`config.mk`:
```
export PLATFORM = sky130hd
export DESIGN_NAME = energy_bank
export DESIGN_NICKNAME = d
export VERILOG_FILES = /design/src/rtl/energy_bank_pkg.sv /design/src/rtl/eb_acc_lane.sv /design/src/rtl/eb_zx_window.sv /design/src/rtl/eb_regif.sv /design/src/rtl/energy_bank.sv
export SDC_FILE = /design/constraint.sdc
export NUM_CORES = 2
export LEC_CHECK = 0
export ABC_CLOCK_PERIOD_IN_PS = 5900
export BUFFER_PORTS_ARGS = -buffer_cell sky130_fd_sc_hd__buf_4
export CORE_MARGIN = 4
export CORE_UTILIZATION = 30
export DETAILED_ROUTE_END_ITERATION = 6
export GPL_TIMING_DRIVEN = 0
export PLACE_DENSITY = 0.53
export SKIP_LAST_GASP = 1
export SLEW_MARGIN = 20
export SYNTH_ARGS = -nofsm -noshare
export SYNTH_HDL_FRONTEND = slang
export SYNTH_SLANG_ARGS = --single-unit
export TNS_END_PERCENT = 100
```
`constraint.sdc`:
```
create_clock -name clk -period 5.9 [get_ports clk]
set_input_delay 0.885 -clock clk [delete_from_list [all_inputs] [get_ports clk]]
set_output_delay 0.885 -clock clk [all_outputs]
set_load 0.01 [all_outputs]
```
`src/rtl/energy_bank_pkg.sv`:
```
package energy_bank_pkg;
    localparam int N_KIND = 3;

    typedef enum logic [1:0] {
        ST_FREE    = 2'd0,
        ST_ARM     = 2'd1,
        ST_COLLECT = 2'd2
    } win_state_t;
endpackage

```
`src/rtl/eb_acc_lane.sv`:
```
module eb_acc_lane #(
    parameter int ACC_W = 32,
    parameter int INC_W = 24
) (
    input  logic             clk,
    input  logic             rst_n,
    input  logic             free_en,
    input  logic             collect_en,
    input  logic             arm,
    input  logic             close,
    input  logic             inc_valid,
    input  logic [INC_W-1:0] inc_data,
    input  logic             clr_rd,
    output logic [ACC_W-1:0] acc_q
);
    logic [ACC_W-1:0] acc_d, sum_q, sum_d, base;
    logic [INC_W-1:0] incr;

    function automatic logic [ACC_W-1:0] sat_add(input logic [ACC_W-1:0] a,
                                                 input logic [INC_W-1:0] b);
        logic [ACC_W:0] s;
        s = {a[ACC_W-1], a} + {{(ACC_W+1-INC_W){b[INC_W-1]}}, b};
        if (s[ACC_W] != s[ACC_W-1])
            return s[ACC_W] ? {1'b1, {(ACC_W-1){1'b0}}} : {1'b0, {(ACC_W-1){1'b1}}};
        return s[ACC_W-1:0];
    endfunction

    always_comb begin
        incr  = inc_valid ? inc_data : '0;
        base  = clr_rd ? '0 : acc_q;
        acc_d = base;
        sum_d = sum_q;
        if (collect_en && close) begin
            acc_d = sat_add(sum_q, incr);
            sum_d = '0;
        end else if (collect_en) begin
            sum_d = sat_add(sum_q, incr);
        end else begin
            sum_d = '0;
            if (free_en && inc_valid) acc_d = sat_add(base, inc_data);
        end
        if (arm) sum_d = '0;
    end

    always_ff @(posedge clk or negedge rst_n) begin
        if (!rst_n) begin
            acc_q <= '0;
            sum_q <= '0;
        end else begin
            acc_q <= acc_d;
            sum_q <= sum_d;
        end
    end

    a_r9_arm_sum_zero: assert property (@(posedge clk) disable iff (!rst_n)
        arm |=> sum_q == '0);
    a_r2_free_hold: assert property (@(posedge clk) disable iff (!rst_n)
        (free_en && !inc_valid && !clr_rd) |=> $stable(acc_q));
    a_r6_clear_empties: assert property (@(posedge clk) disable iff (!rst_n)
        (clr_rd && !inc_valid && !(collect_en && close)) |=> acc_q == '0);
endmodule

```
`src/rtl/eb_zx_window.sv`:
```
module eb_zx_window
    import energy_bank_pkg::*;
#(
    parameter int N_PH  = 3,
    parameter int CNT_W = 16
) (
    input  logic             clk,
    input  logic             rst_n,
    input  logic             line_mode,
    input  logic             restart,
    input  logic [N_PH-1:0]  zx,
    input  logic [N_PH-1:0]  zx_sel,
    input  logic [CNT_W-1:0] target,
    output logic             free_en,
    output logic             collect_en,
    output logic             arm,
    output logic             close
);
    localparam int ADD_W = $clog2(N_PH + 1);
    localparam int CW    = CNT_W + ADD_W;

    win_state_t      state_q, state_d;
    logic [CW-1:0]   cnt_q, cnt_sum;
    logic [ADD_W-1:0] hits;
    logic            close_w;

    always_comb begin
        hits    = ADD_W'($countones(zx & zx_sel));
        cnt_sum = cnt_q + CW'(hits);
        close_w = (state_q == ST_COLLECT) && (cnt_sum != '0) && (cnt_sum >= CW'(target));
    end

    always_comb begin
        state_d = state_q;
        unique case (state_q)
            ST_FREE:    if (restart) state_d = ST_ARM;
            ST_ARM:     if (!restart) state_d = line_mode ? ST_COLLECT : ST_FREE;
            ST_COLLECT: if (restart) state_d = ST_ARM;
            default:    state_d = ST_ARM;
        endcase
    end

    always_ff @(posedge clk or negedge rst_n) begin
        if (!rst_n) state_q <= ST_FREE;
        else        state_q <= state_d;
    end

    always_comb begin
        free_en    = (state_q == ST_FREE);
        arm        = (state_q == ST_ARM);
        collect_en = (state_q == ST_COLLECT);
        close      = close_w;
    end

    always_ff @(posedge clk or negedge rst_n) begin
        if (!rst_n)
            cnt_q <= '0;
        else if (restart || state_q != ST_COLLECT || close_w)
            cnt_q <= '0;
        else
            cnt_q <= cnt_sum;
    end

    a_r9_arm_cnt_zero: assert property (@(posedge clk) disable iff (!rst_n)
        (state_q == ST_ARM) |-> cnt_q == '0);
    a_r4_close_restarts: assert property (@(posedge clk) disable iff (!rst_n)
        close |=> cnt_q == '0);
    a_r3_count_grows: assert property (@(posedge clk) disable iff (!rst_n)
        (collect_en && !close && !restart) |=> cnt_q >= $past(cnt_q));
endmodule

```
`src/rtl/eb_regif.sv`:
```
module eb_regif
    import energy_bank_pkg::*;
#(
    parameter int ACC_W  = 32,
    parameter int N_PH   = 3,
    parameter int ADDR_W = 4
) (
    input  logic                      clk,
    input  logic                      rst_n,
    input  logic                      reg_wr,
    input  logic                      reg_rd,
    input  logic [ADDR_W-1:0]         reg_addr,
    input  logic [ACC_W-1:0]          reg_wdata,
    input  logic [N_KIND*N_PH*ACC_W-1:0] acc_flat,
    input  logic [N_KIND-1:0]         done,
    output logic [ACC_W-1:0]          reg_rdata,
    output logic [N_KIND-1:0]         line_mode,
    output logic [N_PH-1:0]           zx_sel,
    output logic [N_KIND-1:0]         restart,
    output logic [N_KIND*N_PH-1:0]    clr_lane
);
    localparam int N_LANE = N_KIND * N_PH;
    localparam int RC_BIT = N_KIND + N_PH;
    localparam int RSV_BIT = RC_BIT + 1;
    localparam logic [ADDR_W-1:0] ADDR_CFG  = ADDR_W'(N_LANE);
    localparam logic [ADDR_W-1:0] ADDR_STAT = ADDR_W'(N_LANE + 1);

    logic [N_KIND-1:0] mode_q, stat_q, w1c;
    logic [N_PH-1:0]   sel_q;
    logic              rdclr_q;
    logic              cfg_wr, stat_wr;
    logic [ACC_W-1:0]  rd_val;

    always_comb begin
        cfg_wr  = reg_wr && (reg_addr == ADDR_CFG);
        stat_wr = reg_wr && (reg_addr == ADDR_STAT);
        w1c     = stat_wr ? reg_wdata[N_KIND-1:0] : '0;
        for (int k = 0; k < N_KIND; k++)
            restart[k] = cfg_wr && ((reg_wdata[k] != mode_q[k]) ||
                                    (reg_wdata[N_KIND +: N_PH] != sel_q));
        for (int i = 0; i < N_LANE; i++)
            clr_lane[i] = reg_rd && rdclr_q && (reg_addr == ADDR_W'(i));
    end

    always_ff @(posedge clk or negedge rst_n) begin
        if (!rst_n) begin
            mode_q  <= '0;
            sel_q   <= '1;
            rdclr_q <= 1'b1;
            stat_q  <= '0;
        end else begin
            if (cfg_wr) begin
                mode_q  <= reg_wdata[N_KIND-1:0];
                sel_q   <= reg_wdata[N_KIND +: N_PH];
                rdclr_q <= reg_wdata[RC_BIT];
            end
            stat_q <= (stat_q & ~w1c) | done;
        end
    end

    always_comb begin
        rd_val = '0;
        for (int i = 0; i < N_LANE; i++)
            if (reg_addr == ADDR_W'(i)) rd_val = acc_flat[i*ACC_W +: ACC_W];
        if (reg_addr == ADDR_CFG)  rd_val[RC_BIT:0]   = {rdclr_q, sel_q, mode_q};
        if (reg_addr == ADDR_STAT) rd_val[N_KIND-1:0] = stat_q;
    end

    always_ff @(posedge clk or negedge rst_n) begin
        if (!rst_n)      reg_rdata <= '0;
        else if (reg_rd) reg_rdata <= rd_val;
    end

    always_comb begin
        line_mode = mode_q;
        zx_sel    = sel_q;
    end

    a_r5_status_sets: assert property (@(posedge clk) disable iff (!rst_n)
        (done != '0) |=> (stat_q & $past(done)) == $past(done));
    a_r8_reserved_zero: assert property (@(posedge clk) disable iff (!rst_n)
        (reg_rd && reg_addr == ADDR_CFG) |=> reg_rdata[RSV_BIT] == 1'b0);
    a_r10_rdata_holds: assert property (@(posedge clk) disable iff (!rst_n)
        !reg_rd |=> $stable(reg_rdata));
endmodule

```
`src/rtl/energy_bank.sv`:
```
module energy_bank
    import energy_bank_pkg::*;
#(
    parameter int N_PH   = 3,
    parameter int ACC_W  = 32,
    parameter int INC_W  = 24,
    parameter int CNT_W  = 16,
    parameter int ADDR_W = 4
) (
    input  logic                         clk,
    input  logic                         rst_n,
    input  logic                         inc_valid,
    input  logic [N_KIND*N_PH*INC_W-1:0] inc_data,
    input  logic [N_PH-1:0]              zx,
    input  logic [CNT_W-1:0]             cycle_target,
    input  logic                         reg_wr,
    input  logic                         reg_rd,
    input  logic [ADDR_W-1:0]            reg_addr,
    input  logic [ACC_W-1:0]             reg_wdata,
    output logic [ACC_W-1:0]             reg_rdata,
    output logic [N_KIND-1:0]            win_done
);
    localparam int N_LANE = N_KIND * N_PH;

    logic [N_LANE*ACC_W-1:0] acc_flat;
    logic [N_KIND-1:0] line_mode, restart, free_en, collect_en, arm, close;
    logic [N_PH-1:0]   zx_sel;
    logic [N_LANE-1:0] clr_lane;

    eb_regif #(.ACC_W(ACC_W), .N_PH(N_PH), .ADDR_W(ADDR_W)) u_regif (
        .clk(clk), .rst_n(rst_n), .reg_wr(reg_wr), .reg_rd(reg_rd),
        .reg_addr(reg_addr), .reg_wdata(reg_wdata), .acc_flat(acc_flat),
        .done(close), .reg_rdata(reg_rdata), .line_mode(line_mode),
        .zx_sel(zx_sel), .restart(restart), .clr_lane(clr_lane)
    );

    for (genvar k = 0; k < N_KIND; k++) begin : g_kind
        eb_zx_window #(.N_PH(N_PH), .CNT_W(CNT_W)) u_win (
            .clk(clk), .rst_n(rst_n), .line_mode(line_mode[k]),
            .restart(restart[k]), .zx(zx), .zx_sel(zx_sel),
            .target(cycle_target), .free_en(free_en[k]),
            .collect_en(collect_en[k]), .arm(arm[k]), .close(close[k])
        );
        for (genvar p = 0; p < N_PH; p++) begin : g_ph
            localparam int LI = k * N_PH + p;
            eb_acc_lane #(.ACC_W(ACC_W), .INC_W(INC_W)) u_lane (
                .clk(clk), .rst_n(rst_n), .free_en(free_en[k]),
                .collect_en(collect_en[k]), .arm(arm[k]), .close(close[k]),
                .inc_valid(inc_valid), .inc_data(inc_data[LI*INC_W +: INC_W]),
                .clr_rd(clr_lane[LI]), .acc_q(acc_flat[LI*ACC_W +: ACC_W])
            );
        end
    end

    always_ff @(posedge clk or negedge rst_n) begin
        if (!rst_n) win_done <= '0;
        else        win_done <= close;
    end

    a_r4_done_needs_collect: assert property (@(posedge clk) disable iff (!rst_n)
        (win_done != '0) |-> ($past(collect_en) & win_done) == win_done);
endmodule

```
Yosys cells after proc, flatten, opt, wreduce, memory -nomap -nowiden
Index checks and enable logic that the tools add are counted.
{"block": "word_totals", "input_bits": 276, "register_bits": 681, "wordCells": 390, "out_inout_bits": 35}
{"block": "op_classes", "order_cmp": 3, "n_bitwise": 4, "n_reduce_logical": 49, "addsub": 23, "n_eq_ne": 47, "n_mux": 234}
{"operator": "$mux W32", "count": 135}
{"operator": "$add A32 B24 Y33", "count": 18}
{"operator": "$mux W24", "count": 9}
{"operator": "$mux W1", "count": 72}
{"operator": "$add A18 B2 Y18", "count": 3}
{"operator": "$ge A18 B16 Y1", "count": 3}
{"operator": "$mux W18", "count": 3}
{"operator": "$reduce_bool A18 Y1", "count": 3}
{"operator": "$logic_and A1 B1 Y1", "count": 27}
{"operator": "$ne A1 B1 Y1", "count": 21}
{"operator": "$mux W2", "count": 9}
{"operator": "$eq A4 B3 Y1 const B", "count": 4}
{"operator": "$eq A4 B4 Y1 const B", "count": 3}
{"operator": "$ne A2 B2 Y1 const B", "count": 6}
{"operator": "$pmux W2 S2", "count": 3}
{"operator": "$logic_or A1 B1 Y1", "count": 9}
{"operator": "$eq A4 B2 Y1 const B", "count": 2}
{"operator": "$mux W7", "count": 1}
{"operator": "$and A3 B3 Y3", "count": 2}
{"operator": "$eq A2 B1 Y1 const B", "count": 3}
{"operator": "$eq A2 B2 Y1 const B", "count": 3}
{"operator": "$logic_not A2 Y1", "count": 3}
{"operator": "$mux W3", "count": 2}
{"operator": "$ne A2 B1 Y1 const B", "count": 3}
{"operator": "other kinds (9)", "count": 13}

Logic depth before layout (Yosys ltp)
{"block": "depth", "depth_word": 13, "depth_mapped": 25, "depth_no_buf": 23}

Modules after synthesis
From an unflattened synthesis, not the netlist that was laid out.
{"block": "hier_totals", "cells_unflattened": 8750, "hier_area_um2": 71354.7}
{"module": "eb_acc_lane at g_kind[1].g_ph[2].u_lane ...", "seq_area_each_um2": 1601.5, "area_per_inst_um2": 6961.7, "instances": 3, "cells_each": 864}
{"module": "eb_acc_lane at g_kind[1].g_ph[1].u_lane ...", "seq_area_each_um2": 1601.5, "area_per_inst_um2": 6810.3, "instances": 2, "cells_each": 845}
{"module": "eb_acc_lane at g_kind[0].g_ph[1].u_lane ...", "seq_area_each_um2": 1601.5, "area_per_inst_um2": 6729.0, "instances": 2, "cells_each": 822}
{"module": "eb_acc_lane at g_kind[1].g_ph[0].u_lane", "seq_area_each_um2": 1601.5, "area_per_inst_um2": 6986.7, "instances": 1, "cells_each": 868}
{"module": "eb_acc_lane at g_kind[0].g_ph[0].u_lane", "seq_area_each_um2": 1601.5, "area_per_inst_um2": 6615.1, "instances": 1, "cells_each": 843}
{"module": "eb_regif", "seq_area_each_um2": 1056.0, "area_per_inst_um2": 4385.5, "instances": 1, "cells_each": 524}
{"module": "eb_zx_window at g_kind[0].u_win ...", "seq_area_each_um2": 500.5, "area_per_inst_um2": 1775.5, "instances": 2, "cells_each": 196}
{"module": "eb_zx_window at g_kind[2].u_win", "seq_area_each_um2": 500.5, "area_per_inst_um2": 1778.0, "instances": 1, "cells_each": 194}
{"module": "energy_bank", "seq_area_each_um2": 75.1, "area_per_inst_um2": 75.1, "instances": 1, "cells_each": 3}

Worst setup path after synthesis
OpenSTA, ideal clock, no wires.
{"block": "synth_timing", "path_kind": "in2reg", "start": "input port reg_addr[1]", "end": "register g_kind[0].g_ph[0].u_lane.acc_q[4]", "slack_ns": 0.010, "t_arrival_ns": 5.766, "cell_stages": 20, "setup_ns": 0.124, "required_time_ns": 5.776, "path_buffers": 4, "cell_sequence": "nor4_1 > and2_0 > clkbuf_1 > clkbuf_1 > clkbuf_1 > nor2b_1 > ha_1 > fa_1 > a211oi_1 > o211a_1 > o21ai_1 > a31oi_1 > o221ai_1 > a31oi_1 > o31a_1 > o211ai_2 > nand2_1 > clkbuf_1 > o2bb2ai_1 > a211o_1"}
{"block": "synth_between", "elab_chain_len": 13, "elab_cells_between_ends": 15, "classes_between": "1 x add/sub; 1 x eq/ne; 11 x mux; 2 x reduce/logical"}
{"element": "start: declaration", "line_no": "energy_bank.sv:18", "text": "input logic [ADDR_W-1:0] reg_addr,"}
{"element": "$logic_not A4 Y1 (*)", "line_no": "eb_regif.sv:42", "text": "clr_lane[i] = reg_rd && rdclr_q && (reg_addr == ADDR_W'(i));"}
{"element": "$logic_and A1 B1 Y1 (*)", "line_no": "eb_regif.sv:42"}
{"element": "$mux W32 (*)", "line_no": "eb_acc_lane.sv:30", "text": "base = clr_rd ? '0 : acc_q;"}
{"element": "$add A32 B24 Y33", "line_no": "eb_acc_lane.sv:22", "text": "s = {a[ACC_W-1], a} + {{(ACC_W+1-INC_W){b[INC_W-1]}}, b};"}
{"element": "$ne A1 B1 Y1", "line_no": "eb_acc_lane.sv:23", "text": "if (s[ACC_W] != s[ACC_W-1])"}
{"element": "$mux W1", "line_no": "eb_acc_lane.sv:23"}
{"element": "$mux W1", "line_no": "eb_acc_lane.sv:40", "text": "if (free_en && inc_valid) acc_d = sat_add(base, inc_data);"}
{"element": "$mux W1", "line_no": "eb_acc_lane.sv:36", "text": "end else if (collect_en) begin"}
{"element": "$mux W1", "line_no": "eb_acc_lane.sv:33", "text": "if (collect_en && close) begin"}
{"element": "$mux W32", "line_no": "eb_acc_lane.sv:25", "text": "return s[ACC_W-1:0];"}
{"element": "$mux W32", "line_no": "eb_acc_lane.sv:40"}
{"element": "$mux W32 (*)", "line_no": "eb_acc_lane.sv:36"}
{"element": "$mux W32 (*)", "line_no": "eb_acc_lane.sv:33"}
{"element": "named net g_kind[0].g_ph[0].u_lane.acc_d[4]", "line_no": "eb_acc_lane.sv:16", "text": "logic [ACC_W-1:0] acc_d, sum_q, sum_d, base;"}
{"element": "end signal: assignment", "line_no": "eb_acc_lane.sv:47", "text": "acc_q <= '0;"}
{"element": "end signal: assignment", "line_no": "eb_acc_lane.sv:50", "text": "acc_q <= acc_d;"}
{"element": "end: declaration", "line_no": "eb_acc_lane.sv:14", "text": "output logic [ACC_W-1:0] acc_q"}
The timed path passes the listed nets; every way through them passes the cells marked *. The select of a mux whose other input is x is not followed.
A chain may end at the register's enable or synchronous reset.

Worst setup path in the final report
{"block": "layout_timing", "start": "input port reg_addr[0]", "end": "register g_kind[2].g_ph[0].u_lane.acc_q[11]"}
{"block": "layout_between", "elab_chain_len": 13, "elab_cells_between_ends": 15, "classes_between": "1 x add/sub; 2 x eq/ne; 11 x mux; 1 x reduce/logical"}
{"element": "$eq A4 B3 Y1 (*)", "line_no": "eb_regif.sv:42"}
{"element": "$logic_and A1 B1 Y1 (*)", "line_no": "eb_regif.sv:42"}
{"element": "$mux W32 (*)", "line_no": "eb_acc_lane.sv:30"}
{"element": "$add A32 B24 Y33", "line_no": "eb_acc_lane.sv:22"}
{"element": "$ne A1 B1 Y1", "line_no": "eb_acc_lane.sv:23"}
{"element": "$mux W1", "line_no": "eb_acc_lane.sv:23"}
{"element": "$mux W1", "line_no": "eb_acc_lane.sv:40"}
{"element": "$mux W1", "line_no": "eb_acc_lane.sv:36"}
{"element": "$mux W1", "line_no": "eb_acc_lane.sv:33"}
{"element": "$mux W32", "line_no": "eb_acc_lane.sv:25"}
{"element": "$mux W32", "line_no": "eb_acc_lane.sv:40"}
{"element": "$mux W32 (*)", "line_no": "eb_acc_lane.sv:36"}
{"element": "$mux W32 (*)", "line_no": "eb_acc_lane.sv:33"}
{"element": "named net g_kind[2].g_ph[0].u_lane.acc_d[11]", "line_no": "eb_acc_lane.sv:16"}
{"element": "end signal: assignment", "line_no": "eb_acc_lane.sv:47"}
{"element": "end signal: assignment", "line_no": "eb_acc_lane.sv:50"}
{"element": "end: declaration", "line_no": "eb_acc_lane.sv:14"}
Marked as above.

==> results.ini <==
[power_and_ir_drop]
design_power_total_mw=32.3
maximum_vdd_drop_v=0.000276
power.density_nw_per_um2=434
leakage_nw=34.4

[clock_tree]
cts-buffers-inserted=90
ctsHoldBuffers=0
cts-root-buf=clkbuf_16
path_clk_slew_ps=60
cts_htree_levels=3
worstSkewPairLatency_ps=760
tritoncts=built
ctsLongestPathBuffers=3
clock_sink_count=681

[place]
gp_congestion=1.00
dp_hpwl_mm=222
dpl.cell_count=11002
io_buffer_count=285
placement.cell_area_sq_um=70500

[layout]
area.growth.synth_to_final_pct=15.7
num-fill-cells=22193
sequential_cell_area_sq_um=17000
final_design_area_no_fill_sq_um=74600
proportion_of_layout_cells_with_a_drive_suffix_above_1=0.102
multi_input_area_sq_um=45800
finish.net_count=9224
utilization_after_layout=0.350
stdcell_count=11201

[logic_synthesis]
synth-edff-count=0
syn_inst=7879
ys_seq_area_frac=0.264
yosys.area.top_type_share=0.263
ys_seq_elements=681
syn-cell-area_sq_um=64500
ys_top_cells_by_area=dfrtp_1 26%, ha_1 12%, a21oi_1 6.4%
leading_cell_types_by_count_after_synthesis=822 x a21oi_1, 677 x dfrtp_1, 675 x nor2_1
synthDistinctLibCells=112
syn_area_per_cell_sq_um=8.18
yosysTopAreaCell=dfrtp_1
synth.most_common_cell=a21oi_1
synthFlopType=dfrtp_1
yosysWarnings=0
async_reset_ff_frac=1.00

[die]
fp.dieArea_sq_um=222000
io_pins=311
placeableCoreArea_sq_um=213000
num_rows=169
die-width_um=472
initial_core_util=0.303
die_height_um=472

[worst_setup_path]
crit_arrival_ps=6440
startpoint_type=primary input
reg2reg_to=g_kind[0].g_ph[0].u_lane.acc_q[0]
timing_worst_setup_path_type=primary input to register
critPathMaxFanout=10
worst-r2r-cell-count=19
crit-reg2reg-launch=u_regif.rdclr_q
cp-end-kind=register
critical_path_required_ps=6500
timing.reg2reg.setup_slack_ps=190

[route]
dr_total_vias=63916
first_iter_violations=5906
firstDrtPassIters=7
drc=76
postRouteAntennaNets=0
avgRoutedWirePerCell_um=24.8
finalWirelength_mm=277
avgViaCountPerCell=5.71

[timing]
rsz0062_at_grt=true
max_freq_mhz=171
worst-slew-pin-transition_ps=1220
timing.final.crit_share=0.991
final_max_slew_viol_count=0
min_period_ps=5850
worst_clock_skew_ps=34.2
finalSetupViolations=0
max-slew-margin-rel=0.190
hold_viol=0
whs_ps=139

[status]
run_status=finished with violations
violations=DRC

[global_route]
overflow=0
number_of_global_route_vias_before_repair=61683
grt_util_all_layers=0.238
largest_net_degree_at_the_start_of_global_routing=93
first_pass_grt_wire_length_mm=404
grt_antenna_before_repair=34

[job]
max-cap-violations=0

[min_path]
hold_path_class=primary input to async pin

## kinds of logic (layout without fill, tap and decap cells)
logic type                 count (synthesis)  after routing  synth area share
adders and majority gates                660            660             0.131
AOI/OAI and AO/OA                       2757           2757             0.281
DFF                                      681            681             0.264
and+or+nand+nor                         2594           2594             0.201
muxes                                     96             96            0.0162
other                                      1             23         0.0000582
buffers and inverters                    553           1032            0.0338
xor gates and xnor gates                 537            537            0.0730
## placed cells by master, fill, tap and decap left out, drive strengths merged, types with 121 or more instances in the layout
cell type / count
nor2b: 212
buf: 402
ha: 636
inv: 181
nand2: 555
nor2: 677
xor2: 198
clkbuf: 403
a21oi: 822
dfrtp: 677
nor3: 121
o21ai: 459
xnor2: 339
nand3: 158
a21o: 329
and2: 494
## registers in the layout, indices dropped and copies added, names as in the netlist
name	flops
g_kind.g_ph.u_lane.acc_q	288
g_kind.g_ph.u_lane.sum_q	288
g_kind.u_win.cnt_q	54
g_kind.u_win.state_q	6
u_regif.line_mode	3
u_regif.rdclr_q	1
u_regif.reg_rdata	32
u_regif.stat_q	3
u_regif.zx_sel	3
win_done	3
## through the flow
step / setup TNS [ps] / setup WS (ps)
after floorplan: 0 / 10.5
after global placement: -4531920 / -5040
after detailed placement: -753360 / -2310
after CTS: -110 / -27.5
after global routing: -301 / -75.3
final: 0 / 54.4
## worst max path at each step
stage               slack (ps)        start  depth (start not counted)                                 end
CTS                        -30  reg_addr[1]                         20   g_kind[2].g_ph[1].u_lane.acc_q[9]
detailed placement       -2310  reg_addr[0]                         21  g_kind[2].g_ph[2].u_lane.acc_q[15]
finish                      50  reg_addr[0]                         19  g_kind[2].g_ph[0].u_lane.acc_q[11]
floorplan                   10  reg_addr[1]                         20   g_kind[0].g_ph[0].u_lane.acc_q[4]
global route               -80  reg_addr[3]                         22  g_kind[1].g_ph[1].u_lane.acc_q[28]
global placement         -5040        rst_n                          1   g_kind[1].g_ph[0].u_lane.sum_q[5]
## layout make-up
type	instances	share of cell area
Multi-Input combinational cell	6650	0.614
Sequential cell	681	0.229
Tap cell	2821	0.0473
Timing Repair Buffer	324	0.0364
Clock buffer	117	0.0339
Buffer	364	0.0228
Inverter	179	0.00914
Clock inverter	48	0.00773
Antenna cell	17	0.000570
## worst max-delay path, cell delays in order
cell	delay, ps
buf_4	130
clkbuf_2	280
nand2b_1	300
nor2_2	370
nand2_1	290
clkbuf_1	370
and2_1	310
ha_1	290
a211oi_1	310
o21ai_0	200
a2111oi_0	400
nor2_1	140
nand3_1	130
a21boi_1	170
o22a_1	310
mux2i_2	570
clkbuf_2	440
a211oi_1	100
o311ai_1	400
## power by group
part / total (mW) / internal, mW / switching, mW
combinational: 18.9 / 7.63 / 11.2
clock: 5.99 / 3.44 / 2.55
sequential: 7.48 / 5.93 / 1.55
total: 32.3 / 17.0 / 15.3
## repair_timing
| action | 4_1_cts | 5_1_grt |
|---|---|---|
| setup buffers | 7 | 19 |
| gates resized for setup | 170 | 140 |
| endpoints found under the setup margin | 613 | 543 |
| gates cloned | 0 | 0 |
| endpoints found under the hold margin | 0 | 0 |
| pin swaps | 8 | 14 |
## layer usage
| layer | global-route usage | share of wire |
|---|---|---|
| met1 | 0.316 | 0.43 |
| met2 | 0.370 | 0.44 |
| met3 | 0.0515 | 0.077 |
| met4 | 0.110 | 0.053 |
| met5 | 0 | 0.00060 |
No activity file was read; power rests on OpenSTA's default activity.
